### src/rtl/bsp_pkg.sv
package bsp_pkg;
  // strobes from control to datapath, valid for one cycle
  typedef struct packed {
    logic loadFirst;
    logic loadNext;
    logic driveOut;
    logic shiftIn;
    logic storeByte;
  } bspStb_t;

  typedef enum logic [1:0] {ST_IDLE, ST_RUN, ST_HOLD} bspState_e;

  localparam logic [1:0] SEL_CTRL  = 2'd0;
  localparam logic [1:0] SEL_BAUD  = 2'd1;
  localparam logic [1:0] SEL_LEN   = 2'd2;
  localparam logic [1:0] SEL_SHIFT = 2'd3;

  localparam int B_RUN    = 0;
  localparam int B_MASTER = 1;
  localparam int B_MSB    = 2;
  localparam int B_CONT   = 3;
  localparam int B_HOLD   = 4;
endpackage

### src/rtl/bsp_clkgen.sv
module bsp_clkgen #(
  parameter int DIV_W = 8
) (
  input  logic             clk,
  input  logic             rstN,
  input  logic             en,
  input  logic             master,
  input  logic [DIV_W-1:0] div,
  input  logic             sckIn,
  output logic             sckOut,
  output logic             fallStb,
  output logic             riseStb
);
  logic [DIV_W-1:0] cnt;
  logic [2:0]       syncQ;
  logic             tick;

  assign tick = en && master && (cnt == div);

  always_ff @(posedge clk or negedge rstN) begin
    if (!rstN) begin
      cnt    <= '0;
      sckOut <= 1'b1;
    end else if (!en || !master) begin
      cnt    <= '0;
      sckOut <= 1'b1;
    end else if (tick) begin
      cnt    <= '0;
      sckOut <= ~sckOut;
    end else begin
      cnt <= cnt + 1'b1;
    end
  end

  always_ff @(posedge clk or negedge rstN) begin
    if (!rstN) syncQ <= 3'b111;
    else       syncQ <= {syncQ[1:0], sckIn};
  end

  always_comb begin
    if (master) begin
      fallStb = tick && sckOut;
      riseStb = tick && !sckOut;
    end else begin
      fallStb = en && syncQ[2] && !syncQ[1];
      riseStb = en && !syncQ[2] && syncQ[1];
    end
  end


  idle_high_chk: assert property (@(posedge clk) disable iff (!rstN)
    !en |=> sckOut);

  cnt_range_chk: assert property (@(posedge clk) disable iff (!rstN)
    (en && master) |-> (cnt <= div));
endmodule

### src/rtl/bsp_ctrl.sv
module bsp_ctrl
  import bsp_pkg::*;
#(
  parameter int BUF_BYTES = 32,
  parameter int DIV_W     = 8,
  localparam int PTR_W    = $clog2(BUF_BYTES),
  localparam int LEN_W    = $clog2(BUF_BYTES * 8)
) (
  input  logic             clk,
  input  logic             rstN,
  input  logic             wrCtrl,
  input  logic             wrBaud,
  input  logic             wrLen,
  input  logic [7:0]       regWdata,
  input  logic             fallStb,
  input  logic             riseStb,
  output bspStb_t          stb,
  output logic [PTR_W-1:0] ptr,
  output logic [2:0]       partTop,
  output logic             busy,
  output logic             clkEn,
  output logic             master,
  output logic             msbFirst,
  output logic [DIV_W-1:0] divRd,
  output logic [LEN_W-1:0] lenRd,
  output logic [7:0]       ctrlRd,
  output logic             irq
);
  bspState_e        state;
  logic             contQ, holdQ, doneQ;
  logic [LEN_W-1:0] lenQ, bitIdx, lastIdx;
  logic             lastBit, byteEnd, startReq;

  assign busy     = (state != ST_IDLE);
  assign clkEn    = (state == ST_RUN);
  assign lastIdx  = contQ ? lenQ : LEN_W'(7);
  assign lastBit  = (bitIdx == lastIdx);
  assign byteEnd  = (bitIdx[2:0] == 3'd7) || lastBit;
  assign startReq = wrCtrl && !busy && regWdata[B_RUN];
  assign partTop  = lastBit ? lastIdx[2:0] : 3'd7;
  assign lenRd    = lenQ;
  assign ctrlRd   = {2'b00, doneQ, holdQ, contQ, msbFirst, master, busy};

  always_comb begin
    stb           = '0;
    stb.loadFirst = startReq && regWdata[B_CONT];
    if (state == ST_RUN) begin
      stb.driveOut  = fallStb;
      stb.shiftIn   = riseStb;
      stb.storeByte = riseStb && contQ && byteEnd;
      stb.loadNext  = riseStb && contQ && byteEnd && !lastBit;
    end
  end

  always_ff @(posedge clk or negedge rstN) begin
    if (!rstN) begin
      state    <= ST_IDLE;
      master   <= 1'b0;
      msbFirst <= 1'b0;
      contQ    <= 1'b0;
      holdQ    <= 1'b0;
      doneQ    <= 1'b0;
      irq      <= 1'b0;
      divRd    <= '0;
      lenQ     <= '0;
      bitIdx   <= '0;
      ptr      <= '0;
    end else begin
      irq <= 1'b0;
      if (wrBaud && !busy) divRd <= regWdata[DIV_W-1:0];
      if (wrLen && !busy)  lenQ  <= regWdata[LEN_W-1:0];
      if (wrCtrl) begin
        holdQ <= regWdata[B_HOLD];
        if (!busy) begin
          master   <= regWdata[B_MASTER];
          msbFirst <= regWdata[B_MSB];
          contQ    <= regWdata[B_CONT];
        end
      end
      if (startReq) begin
        state  <= ST_RUN;
        bitIdx <= '0;
        ptr    <= '0;
        doneQ  <= 1'b0;
      end
      case (state)
        ST_RUN: begin
          if (riseStb) begin
            if (lastBit) begin
              state <= ST_IDLE;
              doneQ <= 1'b1;
              irq   <= 1'b1;
            end else begin
              bitIdx <= bitIdx + 1'b1;
              if (contQ && byteEnd) begin
                ptr <= ptr + 1'b1;
                if (holdQ) state <= ST_HOLD;
              end
            end
          end
        end
        ST_HOLD: if (!holdQ) state <= ST_RUN;
        default: ;
      endcase
    end
  end


  irq_done_chk: assert property (@(posedge clk) disable iff (!rstN)
    irq |-> (!busy && doneQ));

  hold_align_chk: assert property (@(posedge clk) disable iff (!rstN)
    (state == ST_HOLD) |-> (bitIdx[2:0] == 3'd0));

  idx_range_chk: assert property (@(posedge clk) disable iff (!rstN)
    busy |-> (bitIdx <= lastIdx));

  len_frozen_chk: assert property (@(posedge clk) disable iff (!rstN)
    busy |=> $stable(lenQ));
endmodule

### src/rtl/bsp_datapath.sv
module bsp_datapath
  import bsp_pkg::*;
#(
  parameter int BUF_BYTES = 32,
  localparam int PTR_W    = $clog2(BUF_BYTES)
) (
  input  logic             clk,
  input  logic             rstN,
  input  bspStb_t          stb,
  input  logic [PTR_W-1:0] ptr,
  input  logic [2:0]       partTop,
  input  logic             msbFirst,
  input  logic             busy,
  input  logic             sdi,
  input  logic             wrShift,
  input  logic             wrBuf,
  input  logic [PTR_W-1:0] bufIdx,
  input  logic [7:0]       regWdata,
  output logic             sdo,
  output logic [7:0]       shRd,
  output logic [7:0]       bufRd
);
  logic [7:0] mem [BUF_BYTES];
  logic [7:0] sh, shNext, aligned;

  assign shNext  = msbFirst ? {sh[6:0], sdi} : {sdi, sh[7:1]};
  assign aligned = msbFirst ? (shNext & (8'hFF >> (3'd7 - partTop)))
                            : (shNext >> (3'd7 - partTop));
  assign shRd    = sh;
  assign bufRd   = mem[bufIdx];

  always_ff @(posedge clk or negedge rstN) begin
    if (!rstN) begin
      for (int i = 0; i < BUF_BYTES; i++) mem[i] <= '0;
    end else if (stb.storeByte) begin
      mem[ptr] <= aligned;
    end else if (wrBuf && !busy) begin
      mem[bufIdx] <= regWdata;
    end
  end

  always_ff @(posedge clk or negedge rstN) begin
    if (!rstN)                  sh <= '0;
    else if (stb.loadFirst)     sh <= mem[0];
    else if (stb.loadNext)      sh <= mem[ptr + 1'b1];
    else if (stb.shiftIn)       sh <= shNext;
    else if (wrShift && !busy)  sh <= regWdata;
  end

  always_ff @(posedge clk or negedge rstN) begin
    if (!rstN)             sdo <= 1'b1;
    else if (stb.driveOut) sdo <= msbFirst ? sh[7] : sh[0];
  end


  sdo_hold_chk: assert property (@(posedge clk) disable iff (!rstN)
    !stb.driveOut |=> $stable(sdo));
endmodule

### src/rtl/burst_shift_port.sv
module burst_shift_port
  import bsp_pkg::*;
#(
  parameter int BUF_BYTES = 32,
  parameter int DIV_W     = 8,
  localparam int PTR_W    = $clog2(BUF_BYTES),
  localparam int LEN_W    = $clog2(BUF_BYTES * 8),
  localparam int ADDR_W   = PTR_W + 1
) (
  input  logic              clk,
  input  logic              rstN,
  input  logic              regWe,
  input  logic [ADDR_W-1:0] regAddr,
  input  logic [7:0]        regWdata,
  output logic [7:0]        regRdata,
  input  logic              sckIn,
  output logic              sckOut,
  output logic              sckOe,
  input  logic              sdi,
  output logic              sdo,
  output logic              irq
);
  bspStb_t          stb;
  logic [PTR_W-1:0] ptr;
  logic [2:0]       partTop;
  logic             busy, clkEn, master, msbFirst, fallStb, riseStb;
  logic [DIV_W-1:0] divRd;
  logic [LEN_W-1:0] lenRd;
  logic [7:0]       ctrlRd, shRd, bufRd;
  logic             isBuf, isReg;

  assign isBuf = regAddr[ADDR_W-1];
  assign isReg = !regAddr[ADDR_W-1] && (regAddr[PTR_W-1:2] == '0);
  assign sckOe = master;

  bsp_clkgen #(.DIV_W(DIV_W)) clkgen_i (
    .clk(clk), .rstN(rstN), .en(clkEn), .master(master), .div(divRd),
    .sckIn(sckIn), .sckOut(sckOut), .fallStb(fallStb), .riseStb(riseStb)
  );

  bsp_ctrl #(.BUF_BYTES(BUF_BYTES), .DIV_W(DIV_W)) ctrl_i (
    .clk(clk), .rstN(rstN),
    .wrCtrl(regWe && isReg && regAddr[1:0] == SEL_CTRL),
    .wrBaud(regWe && isReg && regAddr[1:0] == SEL_BAUD),
    .wrLen (regWe && isReg && regAddr[1:0] == SEL_LEN),
    .regWdata(regWdata), .fallStb(fallStb), .riseStb(riseStb),
    .stb(stb), .ptr(ptr), .partTop(partTop), .busy(busy), .clkEn(clkEn),
    .master(master), .msbFirst(msbFirst), .divRd(divRd), .lenRd(lenRd),
    .ctrlRd(ctrlRd), .irq(irq)
  );

  bsp_datapath #(.BUF_BYTES(BUF_BYTES)) dp_i (
    .clk(clk), .rstN(rstN), .stb(stb), .ptr(ptr), .partTop(partTop),
    .msbFirst(msbFirst), .busy(busy), .sdi(sdi),
    .wrShift(regWe && isReg && regAddr[1:0] == SEL_SHIFT),
    .wrBuf(regWe && isBuf), .bufIdx(regAddr[PTR_W-1:0]),
    .regWdata(regWdata), .sdo(sdo), .shRd(shRd), .bufRd(bufRd)
  );

  always_comb begin
    regRdata = '0;
    if (isBuf) regRdata = bufRd;
    else if (isReg) begin
      case (regAddr[1:0])
        SEL_CTRL: regRdata = ctrlRd;
        SEL_BAUD: regRdata = 8'(divRd);
        SEL_LEN:  regRdata = 8'(lenRd);
        default:  regRdata = shRd;
      endcase
    end
  end
endmodule

### config.mk
export PLATFORM = sky130hd
export DESIGN_NAME = burst_shift_port
export DESIGN_NICKNAME = d
export VERILOG_FILES = /design/src/rtl/bsp_pkg.sv /design/src/rtl/bsp_clkgen.sv /design/src/rtl/bsp_ctrl.sv /design/src/rtl/bsp_datapath.sv /design/src/rtl/burst_shift_port.sv
export SDC_FILE = /design/constraint.sdc
export NUM_CORES = 1
export LEC_CHECK = 0
export BUFFER_PORTS_ARGS = -buffer_cell sky130_fd_sc_hd__buf_2
export CAP_MARGIN = 20
export CELL_PAD_IN_SITES_DETAIL_PLACEMENT = 1
export CELL_PAD_IN_SITES_GLOBAL_PLACEMENT = 1
export CORE_MARGIN = 2
export CORE_UTILIZATION = 56
export DETAILED_ROUTE_END_ITERATION = 8
export HOLD_SLACK_MARGIN = 0.05
export PLACE_DENSITY_LB_ADDON = 0.1
export SLEW_MARGIN = 5
export SYNTH_ARGS = -nofsm -noshare
export SYNTH_HDL_FRONTEND = slang
export SYNTH_SLANG_ARGS = --single-unit
### constraint.sdc
create_clock -name clk -period 11.41 [get_ports clk]
set_input_delay 0 -clock clk [delete_from_list [all_inputs] [get_ports clk]]
set_output_delay 0 -clock clk [all_outputs]
set_load 0.02 [all_outputs]
# Word level (Yosys, flattened, before mapping)
# Cells that the tools add are included.
word_totals:
  in_bits: 19
  wordCells: 174
  register_bits: 314
  out_inout_bits: 12
op_classes:
  n_reduce_logical: 45
  n_bitwise: 6
  order_cmp: 5
  shifts: 2
  muxes: 56
  eq_ne: 8
  add_sub_neg: 4
op_table:
  columns: ["cell", "n"]
  rows:
  - ["bitwise mux 256 bit", 2]
  - ["2-to-1 mux 256 bit", 2]
  - ["2-to-1 mux 8 bit", 21]
  - ["binary-select mux 8 bit (select 5 bit)", 2]
  - ["demux 8 bit (select 5 bit)", 2]
  - ["logical AND 1 bit", 28]
  - ["2-to-1 mux 5 bit", 5]
  - ["case mux 8 bit (3 select lines)", 1]
  - ["greater-or-equal comparator 6 bit, second input constant", 3]
  - ["NOT 5 -> 6 bit", 3]
  - ["adder 8 x 1 -> 8 bit, second input constant", 2]
  - ["== test 8 bit", 2]
  - ["< comparator 6 x 1 -> 1 bit, second input constant", 2]
  - ["2-to-1 mux 1 bit", 12]
  - ["2-to-1 mux 2 bit", 6]
  - ["bitwise AND 8 bit", 1]
  - ["logical NOT 1 bit", 8]
  - [">> shifter 8 x 3 -> 8 bit", 1]
  - [">> shifter 8 x 3 -> 8 bit, first input constant", 1]
  - ["== test 2 bit, second input constant", 3]
  - ["nonzero test 2 bit", 3]
  - ["adder 5 x 1 -> 5 bit, second input constant", 1]
  - ["== test 2 x 1 -> 1 bit, second input constant", 2]
  - ["2-to-1 mux 4 bit", 1]
  - ["other kinds (10)", 12]

# Longest topological paths before layout
# Gate-level depths: netlist (run 1).
logic_depth:
  depth_word: 12
  mapped_depth: 15
  depth_no_buf: 10

# By module
# Synthesis (run 1) repeated with hierarchy kept, for this count alone.
unflattened:
  hier_cells: 1895
  area_unflattened_um2: 20009.2
by_module_without_submodules:
  columns: ["mod", "cells_each", "seq_area_each_um2", "instances", "area_per_inst_um2"]
  rows:
  - ["bsp_datapath", 1593, 6632.6, 1, 16993.8]
  - ["bsp_ctrl", 192, 925.9, 1, 2072.0]
  - ["bsp_clkgen", 56, 305.3, 1, 600.6]
  - ["burst_shift_port", 54, 0.0, 1, 342.8]

# Worst setup path after synthesis (run 1)
# OpenSTA, ideal clock, no wires.
synth_path:
  path_type: "reg-to-reg"
  start: "reg ctrl_i.ptr[0]"
  end: "reg dp_i.sh[4] (netlist: dp_i.shRd[4])"
  slack_ps: 7777
  arrival_ps: 3494
  path_stages_with_launch: 16
  t_required_ps: 11271
  path_cell_list: "dfrtp_1 > clkbuf_1 > buf_2 > buf_1 > inv_1 > ha_1 > buf_2 > buf_1 > buf_1 > mux4_2 > nand2_1 > nand3_1 > a31oi_1 > nor2_1 > a21oi_1 > o21ai_0"
synth_via:
  elab_chain_len: 7
synth_rtl:
  columns: ["element", "line_no", "source"]
  rows:
  - ["start: declaration", "bsp_ctrl.sv:18", "output logic [PTR_W-1:0] ptr,"]
  - ["start signal: assignment", "bsp_ctrl.sv:96", "ptr <= ptr + 1'b1;"]
  - ["adder 5 x 1 -> 5 bit", "bsp_datapath.sv:45", "else if (stb.loadNext) sh <= mem[ptr + 1'b1];"]
  - ["NOT 5 -> 6 bit (not written as such)", "bsp_datapath.sv:45", null]
  - ["binary-select mux 8 bit (select 5 bit)", "bsp_datapath.sv:45", null]
  - ["2-to-1 mux 8 bit (not written as such) (2 in a row)", "bsp_datapath.sv:45", null]
  - ["2-to-1 mux 8 bit", "bsp_datapath.sv:45", null]
  - ["2-to-1 mux 8 bit", "bsp_datapath.sv:44", "else if (stb.loadFirst) sh <= mem[0];"]
  - ["end signal: assignment", "bsp_datapath.sv:44", null]
  - ["end signal: assignment", "bsp_datapath.sv:45", null]
  - ["end signal: assignment", "bsp_datapath.sv:46", "else if (stb.shiftIn) sh <= shNext;"]
  - ["end: declaration", "bsp_datapath.sv:24", "logic [7:0] sh, shNext, aligned;"]
# No other way between the ends. The select of a mux whose other input is x is not followed.
# A chain may end at the register's enable or synchronous reset.

# Worst setup path in the final report (run 1)
layout_path:
  start: "reg ctrl_i.contQ"
  end: "reg dp_i.mem[207] (netlist name)"
layout_via:
  elab_chain_len: 9
  word_cells_on_any_way: 15
  classes_between: "add/sub (1); eq/ne (1); shift (2); mux (6); bitwise (1); reduce/logical (4)"
layout_rtl:
  columns: ["element", "line_no", "source"]
  rows:
  - ["start: declaration", "bsp_ctrl.sv:30", "logic contQ, holdQ, doneQ;"]
  - ["start signal: assignment", "bsp_ctrl.sv:77", "contQ <= regWdata[B_CONT];"]
  - ["2-to-1 mux 8 bit", "bsp_ctrl.sv:36", "assign lastIdx = contQ ? lenQ : LEN_W'(7);"]
  - ["== test 8 bit", "bsp_ctrl.sv:37", "assign lastBit = (bitIdx == lastIdx);"]
  - ["2-to-1 mux 3 bit", "bsp_ctrl.sv:40", "assign partTop = lastBit ? lastIdx[2:0] : 3'd7;"]
  - ["subtractor 3 bit", "bsp_datapath.sv:27, bsp_datapath.sv:28", null]
  - [">> shifter 8 x 3 -> 8 bit", "bsp_datapath.sv:27", "assign aligned = msbFirst ? (shNext & (8'hFF >> (3'd7 - partTop)))"]
  - ["bitwise AND 8 bit", "bsp_datapath.sv:27", null]
  - ["2-to-1 mux 8 bit", "bsp_datapath.sv:27", null]
  - ["bitwise mux 256 bit", "bsp_datapath.sv:36", "mem[ptr] <= aligned;"]
  - ["2-to-1 mux 256 bit", "bsp_datapath.sv:35", "end else if (stb.storeByte) begin"]
  - ["end signal: indexed assignment", "bsp_datapath.sv:36", null]
  - ["end signal: indexed assignment", "bsp_datapath.sv:38", "mem[bufIdx] <= regWdata;"]
  - ["end: declaration", "bsp_datapath.sv:23", "logic [7:0] mem [BUF_BYTES];"]
# Parallel ways exist; a longest one is shown, timed or not.

==> results of run 1 <==
## worst max-delay path, stage by stage (launching register included)
cell and delay (ns):
dfrtp_1 0.71, nand2b_1 0.43, or3_1 0.46, a32oi_2 0.37, a21o_4 0.64, nand2_1 0.37
and2_1 0.62, nor3_1 0.79, a222oi_1 0.21
## report_power, final
group	switching, mW	internal, mW	leakage, nW	total [mW]
clock	0.515	0.786	0.644	1.30
sequential	0.0281	1.13	4.16	1.16
combinational	0.256	0.0772	3.77	0.333
total	0.799	1.99	8.58	2.79
## through the flow
stage                     hold WS (ns)  cells  power [mW]  utilization  area (um^2)
final                           0.0462   2329        2.79        0.624        21700
after global routing             0.115   2329        2.83        0.624        21700
after CTS                       0.0721   2327        2.77        0.624        21700
after detailed placement        0.0517   2256        1.49        0.585        20300
after global placement          0.0523   2256        1.48        0.585        20300
after floorplan                 -0.296   1895        1.35            -        19900
## final cells by class
cell class / instances / area [um^2]
fill: 3646 / 13000
multi-input combinational: 1389 / 11300
sequential: 314 / 7870
clock buffer: 56 / 1150
tap: 455 / 569
timing repair buffer: 76 / 533
clock inverter: 10 / 156
inverter: 29 / 109
## cell usage after synthesis (all sizes together) (25+ instances only)
cell type,n
nor2,102
nand2,200
clkbuf,105
and3,32
mux2,25
mux4,135
nand4,35
inv,29
nand3,47
buf,58
a211oi,27
o211ai,41
dfrtp,309
a22oi,157
a21oi,59
o21ai,191
## per-layer routing
| metal | up-vias | GRT usage | routed length [um] |
|---|---|---|---|
| met5 | - | 0 | 35 |
| met1 | 9599 | 0.635 | 31500 |
| li1 | 7318 | - | - |
| met4 | 6 | 0.320 | 7120 |
| met3 | 488 | 0.174 | 13100 |
| met2 | 1659 | 0.722 | 38400 |
## worst min-delay path by stage
| stage | startpoint | endpoint | slack [ns] |
|---|---|---|---|
| 2_1_floorplan | rstN | clkgen_i.cnt[0]$_DFF_PN0_ | -0.30 |
| 3_3_place_gp | rstN | ctrl_i.irq$_DFF_PN0_ | 0.05 |
| 3_5_place_dp | rstN | ctrl_i.irq$_DFF_PN0_ | 0.05 |
| 4_1_cts | rstN | ctrl_i.irq$_DFF_PN0_ | 0.07 |
| 5_1_grt | rstN | ctrl_i.irq$_DFF_PN0_ | 0.11 |
| 6_report | rstN | ctrl_i.master$_DFFE_PN0N_ | 0.05 |
## logic make-up after synthesis
logic type                 synth area share
DFF                                   0.396
adders and majority gates           0.00630
buffers and inverters                0.0418
muxes                                 0.179
AOI/OAI and AO/OA                     0.238
and+or+nand+nor                       0.128
xor gates and xnor gates             0.0110
## sequential cells by signal, indices dropped and copies added, names as in the netlist
register         cells
dp_i.mem           256
ctrl_i.holdQ         1
ctrl_i.bitIdx        8
ctrl_i.divRd         8
clkgen_i.sckOut      1
ctrl_i.doneQ         1
ctrl_i.master        1
ctrl_i.state         2
ctrl_i.contQ         1
clkgen_i.cnt         8
ctrl_i.lenRd         8
dp_i.shRd            8
ctrl_i.irq           1
clkgen_i.syncQ       3
ctrl_i.msbFirst      1
ctrl_i.ptr           5
dp_i.sdo             1
## what timing repair did
item                                   4_1_cts  5_1_grt
buffers inserted                             0        0
hold buffers                                 5        0
setup endpoints to repair                    0        0
endpoints found under the hold margin       93        0
==> impl_metrics.json, run 1 <==
{
  "drv_cap": 0,
  "clock-sinks": 314,
  "rr_endpoint": "dp_i.mem[207]$_DFFE_PN0P_",
  "drive_above_1_share": 0.195,
  "dp_hpwl_um": 58200,
  "relSlewSlack": 0.217,
  "routedWlPerCell_um": 38.7,
  "routed_wl_um": 90200,
  "setup_ws_ns": 6.58,
  "gp_congestion": 1.05,
  "syn_inst": 1895,
  "initial_utilization": 0.572,
  "synthToLayoutAreaGrowth_pct": 9.08,
  "core_area_um2": 34700,
  "cts_buffers": 37,
  "peakVddDrop_mv": 0.153,
  "die_h_um": 192,
  "root_buffer": "clkbuf_16",
  "die_area_um2": 37000,
  "io_pins": 31,
  "grt.overflow.total": 0,
  "max-clock-path-buffers": 3,
  "first_pass_iters": 6,
  "synth.top_cell.area_share": 0.389,
  "r2r_start": "ctrl_i.contQ$_DFFE_PN0N_",
  "hold_path_class": "input port to asynchronous set/reset pin",
  "diodes": 0,
  "reg2reg_slack_ns": 6.58,
  "fin_nets": 1876,
  "synthesis.area_um2": 19900,
  "status": "finished clean",
  "syn-num-nets": 1924,
  "vias_per_cell": 8.19,
  "grt_max_degree": 174,
  "ys.flop_type": "dfrtp_1",
  "grt_usage": 0.498,
  "setup_tns_ns": 0,
  "synth_seq_cells": 314,
  "post-place-ws_ns": 6.75,
  "criticalPathCategory": "register to register",
  "grt_first_pass_wirelength_um": 133000,
  "worst_slew_pin_slew_ns": 1.17,
  "cp-start-kind": "register",
  "crit_path_start": "ctrl_i.contQ$_DFFE_PN0N_",
  "synth-edff-count": 0,
  "syn_area_per_cell_um2": 10.5,
  "rsz0062_at_grt": "no",
  "port_buffers": 30,
  "critical_path_required_ns": 11.80,
  "period_minus_slack_ns": 4.83,
  "yosys-top-cells-area": "dfrtp_1 (39%), mux4_2 (15%), a22oi_1 (5.9%), o21ai_0 (4.5%), nand2_1 (3.8%)",
  "synthArstFlopShare": 1.00,
  "grt_pass1_vias": 19493,
  "fmax_ghz": 0.207,
  "end_kind": "register",
  "drtIter0Drc": 3011,
  "slew_viol_final": 0,
  "clock_latency_ns": 0.57,
  "fp.dieW_um": 192,
  "synth_top_area_cell": "dfrtp_1",
  "fp-row-count": 68,
  "drc": 0,
  "cts_tree": "yes",
  "clkSlewWorstSetupHoldPaths_ns": 0.06,
  "seq_area_frac_synth": 0.396,
  "final_common_cell": "dfrtp_1",
  "synth_cell_types": 93,
  "post_cts_resized": 0,
  "power_density_nw_per_um2": 129,
  "route.vias.total": 19070,
  "yosysWarnings": 0,
  "htreeDepth": 2,
  "leakagePower_nw": 8.58,
  "finalHoldViolations": 0,
  "ff2ff_path_depth": 8,
  "antenna_found_initial": 3,
  "setup_viol": 0,
  "cp_max_fo": 38,
  "period_share": 0.423,
  "drtAntennaViolNets": 0,
  "worstPathArrival_ns": 5.21,
  "finClkSkew_ns": 0.0174,
  "endpoint": "dp_i.mem[207]$_DFFE_PN0P_",
  "final_cell_mix": "dfrtp_1 (308), nand2_1 (200), o21ai_0 (179)"
}
No activity file was read; power rests on OpenSTA's default activity.
==> run 2: changes to the inputs <==
--- a/config.mk
+++ b/config.mk
@@ -10,7 +10,7 @@
 export CELL_PAD_IN_SITES_DETAIL_PLACEMENT = 1
 export CELL_PAD_IN_SITES_GLOBAL_PLACEMENT = 1
 export CORE_MARGIN = 2
-export CORE_UTILIZATION = 56
+export CORE_UTILIZATION = 52
 export DETAILED_ROUTE_END_ITERATION = 8
 export HOLD_SLACK_MARGIN = 0.05
 export PLACE_DENSITY_LB_ADDON = 0.1
==> constraint.sdc (replaced) <==
create_clock -name clk -period 4.83 [get_ports clk]
set_input_delay 0 -clock clk [delete_from_list [all_inputs] [get_ports clk]]
set_output_delay 0 -clock clk [all_outputs]
set_load 0.02 [all_outputs]
==> run 2 against run 1 <==
Sequential cell count unchanged. Clock power up 120%. Count of clock-buffer cells in the layout up 3. Maximum frequency up 14%. Core utilization down 4.3 points. Power up 130%. Die area up 7.5%. Via count down 1.7%. Cell area up 1.1%. Critical path type unchanged. Highest routed layer unchanged.
==> impl_metrics.json, run 2 (synthesis results as in run 1) <==
{
  "status": "finished clean",
  "power_density_nw_per_um2": 290,
  "hold_ws_ns": 0.0540,
  "rsz0062_at_grt": "no",
  "clock-sinks": 314,
  "leakagePower_nw": 8.68,
  "grt.overflow.total": 0,
  "largest-register": "dp_i.mem",
  "initial_utilization": 0.528,
  "setup_tns_ns": 0,
  "core_area_um2": 37700,
  "route.vias.total": 18748,
  "slew_viol_final": 0,
  "root_buffer": "clkbuf_16",
  "port_buffers": 30,
  "worstPathArrival_ns": 4.70,
  "criticalPathCategory": "register to register",
  "largest_register_ffs": 256,
  "relSlewSlack": 0.213,
  "period_minus_slack_ns": 4.23,
  "die_area_um2": 39800,
  "reg2reg_slack_ns": 0.60,
  "cts_buffers": 37,
  "diodes": 0,
  "path_buf_inv": 1,
  "gp_congestion": 1.01,
  "finalHoldViolations": 0,
  "drc": 0,
  "power_mw": 6.35,
  "grt_first_pass_wirelength_um": 130000,
  "die_h_um": 199,
  "setup_viol": 0,
  "wl_met2_um": 38200,
  "fin_nets": 1906,
  "clock_latency_ns": 0.57,
  "fp.dieW_um": 199,
  "cts_tree": "yes",
  "post_cts_buffers": 0,
  "end_kind": "register",
  "worst_path_max_delay_cell": "a21oi_1",
  "drv_cap": 0,
  "peakVddDrop_mv": 0.211,
  "max-clock-path-buffers": 3,
  "final_common_cell": "dfrtp_1",
  "highest_layer": "met5",
  "wl_met3_um": 11800,
  "routedWlPerCell_um": 36.6,
  "io_pins": 31,
  "cp-start-kind": "register",
  "antenna_found_initial": 3,
  "final_cell_mix": "dfrtp_1 (308), nand2_1 (200), o21ai_0 (179)",
  "dp_hpwl_um": 59000,
  "period_share": 0.875,
  "hold_path_class": "input port to asynchronous set/reset pin",
  "first_pass_iters": 6,
  "worst_slew_pin_slew_ns": 1.17,
  "drive_above_1_share": 0.204,
  "grt_usage": 0.454,
  "path_delay_family": "compound AO/OA/AOI/OAI gates",
  "cp_slowest_stage_delay_ns": 0.77,
  "fp-row-count": 71,
  "synthToLayoutAreaGrowth_pct": 10.3,
  "grt_pass1_vias": 18768,
  "drtAntennaViolNets": 0,
  "drtIter0Drc": 2606,
  "grt_max_degree": 118,
  "clkSlewWorstSetupHoldPaths_ns": 0.06,
  "vias_per_cell": 7.77,
  "fmax_ghz": 0.237,
  "htreeDepth": 2,
  "fillers": 4088,
  "finClkSkew_ns": 0.0206,
  "drt-met1-wl_um": 32600,
  "routed_wl_um": 88400,
  "cp_cell_sequence": "nand2b_1 -> or3_1 -> a32oi_2 -> a21o_4 -> buf_4 -> a211oi_4 -> a21oi_1 -> nand2_1 -> o211ai_1",
  "cp_max_fo": 24,
  "critical_path_required_ns": 5.31
}
[run 2: power breakdown]
part	internal [mW]	switching, mW	total (mW)	leakage, nW
combinational	0.209	0.605	0.814	3.93
sequential	2.67	0.0620	2.73	4.16
clock	1.63	1.17	2.80	0.585
[run 2: stage by stage]
step,instances,area (um^2),setup slack [ns],utilization
after floorplan,1895,19900,1.20,-
after global placement,2339,20600,0.886,0.548
after detailed placement,2339,20600,0.752,0.548
after CTS,2412,21900,0.725,0.582
after global routing,2414,21900,0.393,0.582
final,2414,21900,0.603,0.582
[run 2: per-layer routing]
metal	GRT usage	vias to the layer above
li1	-	7369
met5	0	-
met2	0.664	1422
met4	0.249	2
met3	0.137	349
met1	0.604	9606
[run 2: worst paths after layout]
kind / startpoint / cells after the start / endpoint
max: ctrl_i.contQ$_DFFE_PN0N_ / 9 / dp_i.mem[203]$_DFFE_PN0P_
min: rstN / 2 / ctrl_i.bitIdx[4]$_DFF_PN0_
max reg2reg: ctrl_i.contQ$_DFFE_PN0N_ / 9 / dp_i.mem[203]$_DFFE_PN0P_
min reg2reg: clkgen_i.syncQ[0]$_DFF_PN1_ / 0 / clkgen_i.syncQ[1]$_DFF_PN1_
max in group asynchronous: rstN / 3 / dp_i.mem[240]$_DFFE_PN0P_
min in group clk: sckIn / 2 / clkgen_i.syncQ[0]$_DFF_PN1_
[run 2: cell type report]
class                           instances  area [um^2]  share of cell area
Multi-Input combinational cell       1389        11300               0.515
Sequential cell                       314         7870               0.359
Clock buffer                           59         1150              0.0525
Timing Repair Buffer                  106          826              0.0377
Tap cell                              511          639              0.0292
Inverter                               29          109             0.00497
Clock inverter                          6         36.3             0.00166
[run 2: worst reg2reg max path, cell delays in order (launching register included)]
cell	delay [ns]
dfrtp_1	0.73
nand2b_1	0.39
or3_1	0.45
a32oi_2	0.41
a21o_4	0.36
buf_4	0.46
a211oi_4	0.29
a21oi_1	0.77
nand2_1	0.15
o211ai_1	0.14
[run 2: repair_timing]
action | in CTS | in global routing
hold buffers | 8 | 0
endpoints found under the hold margin | 117 | 0
gates resized for setup | 0 | 0
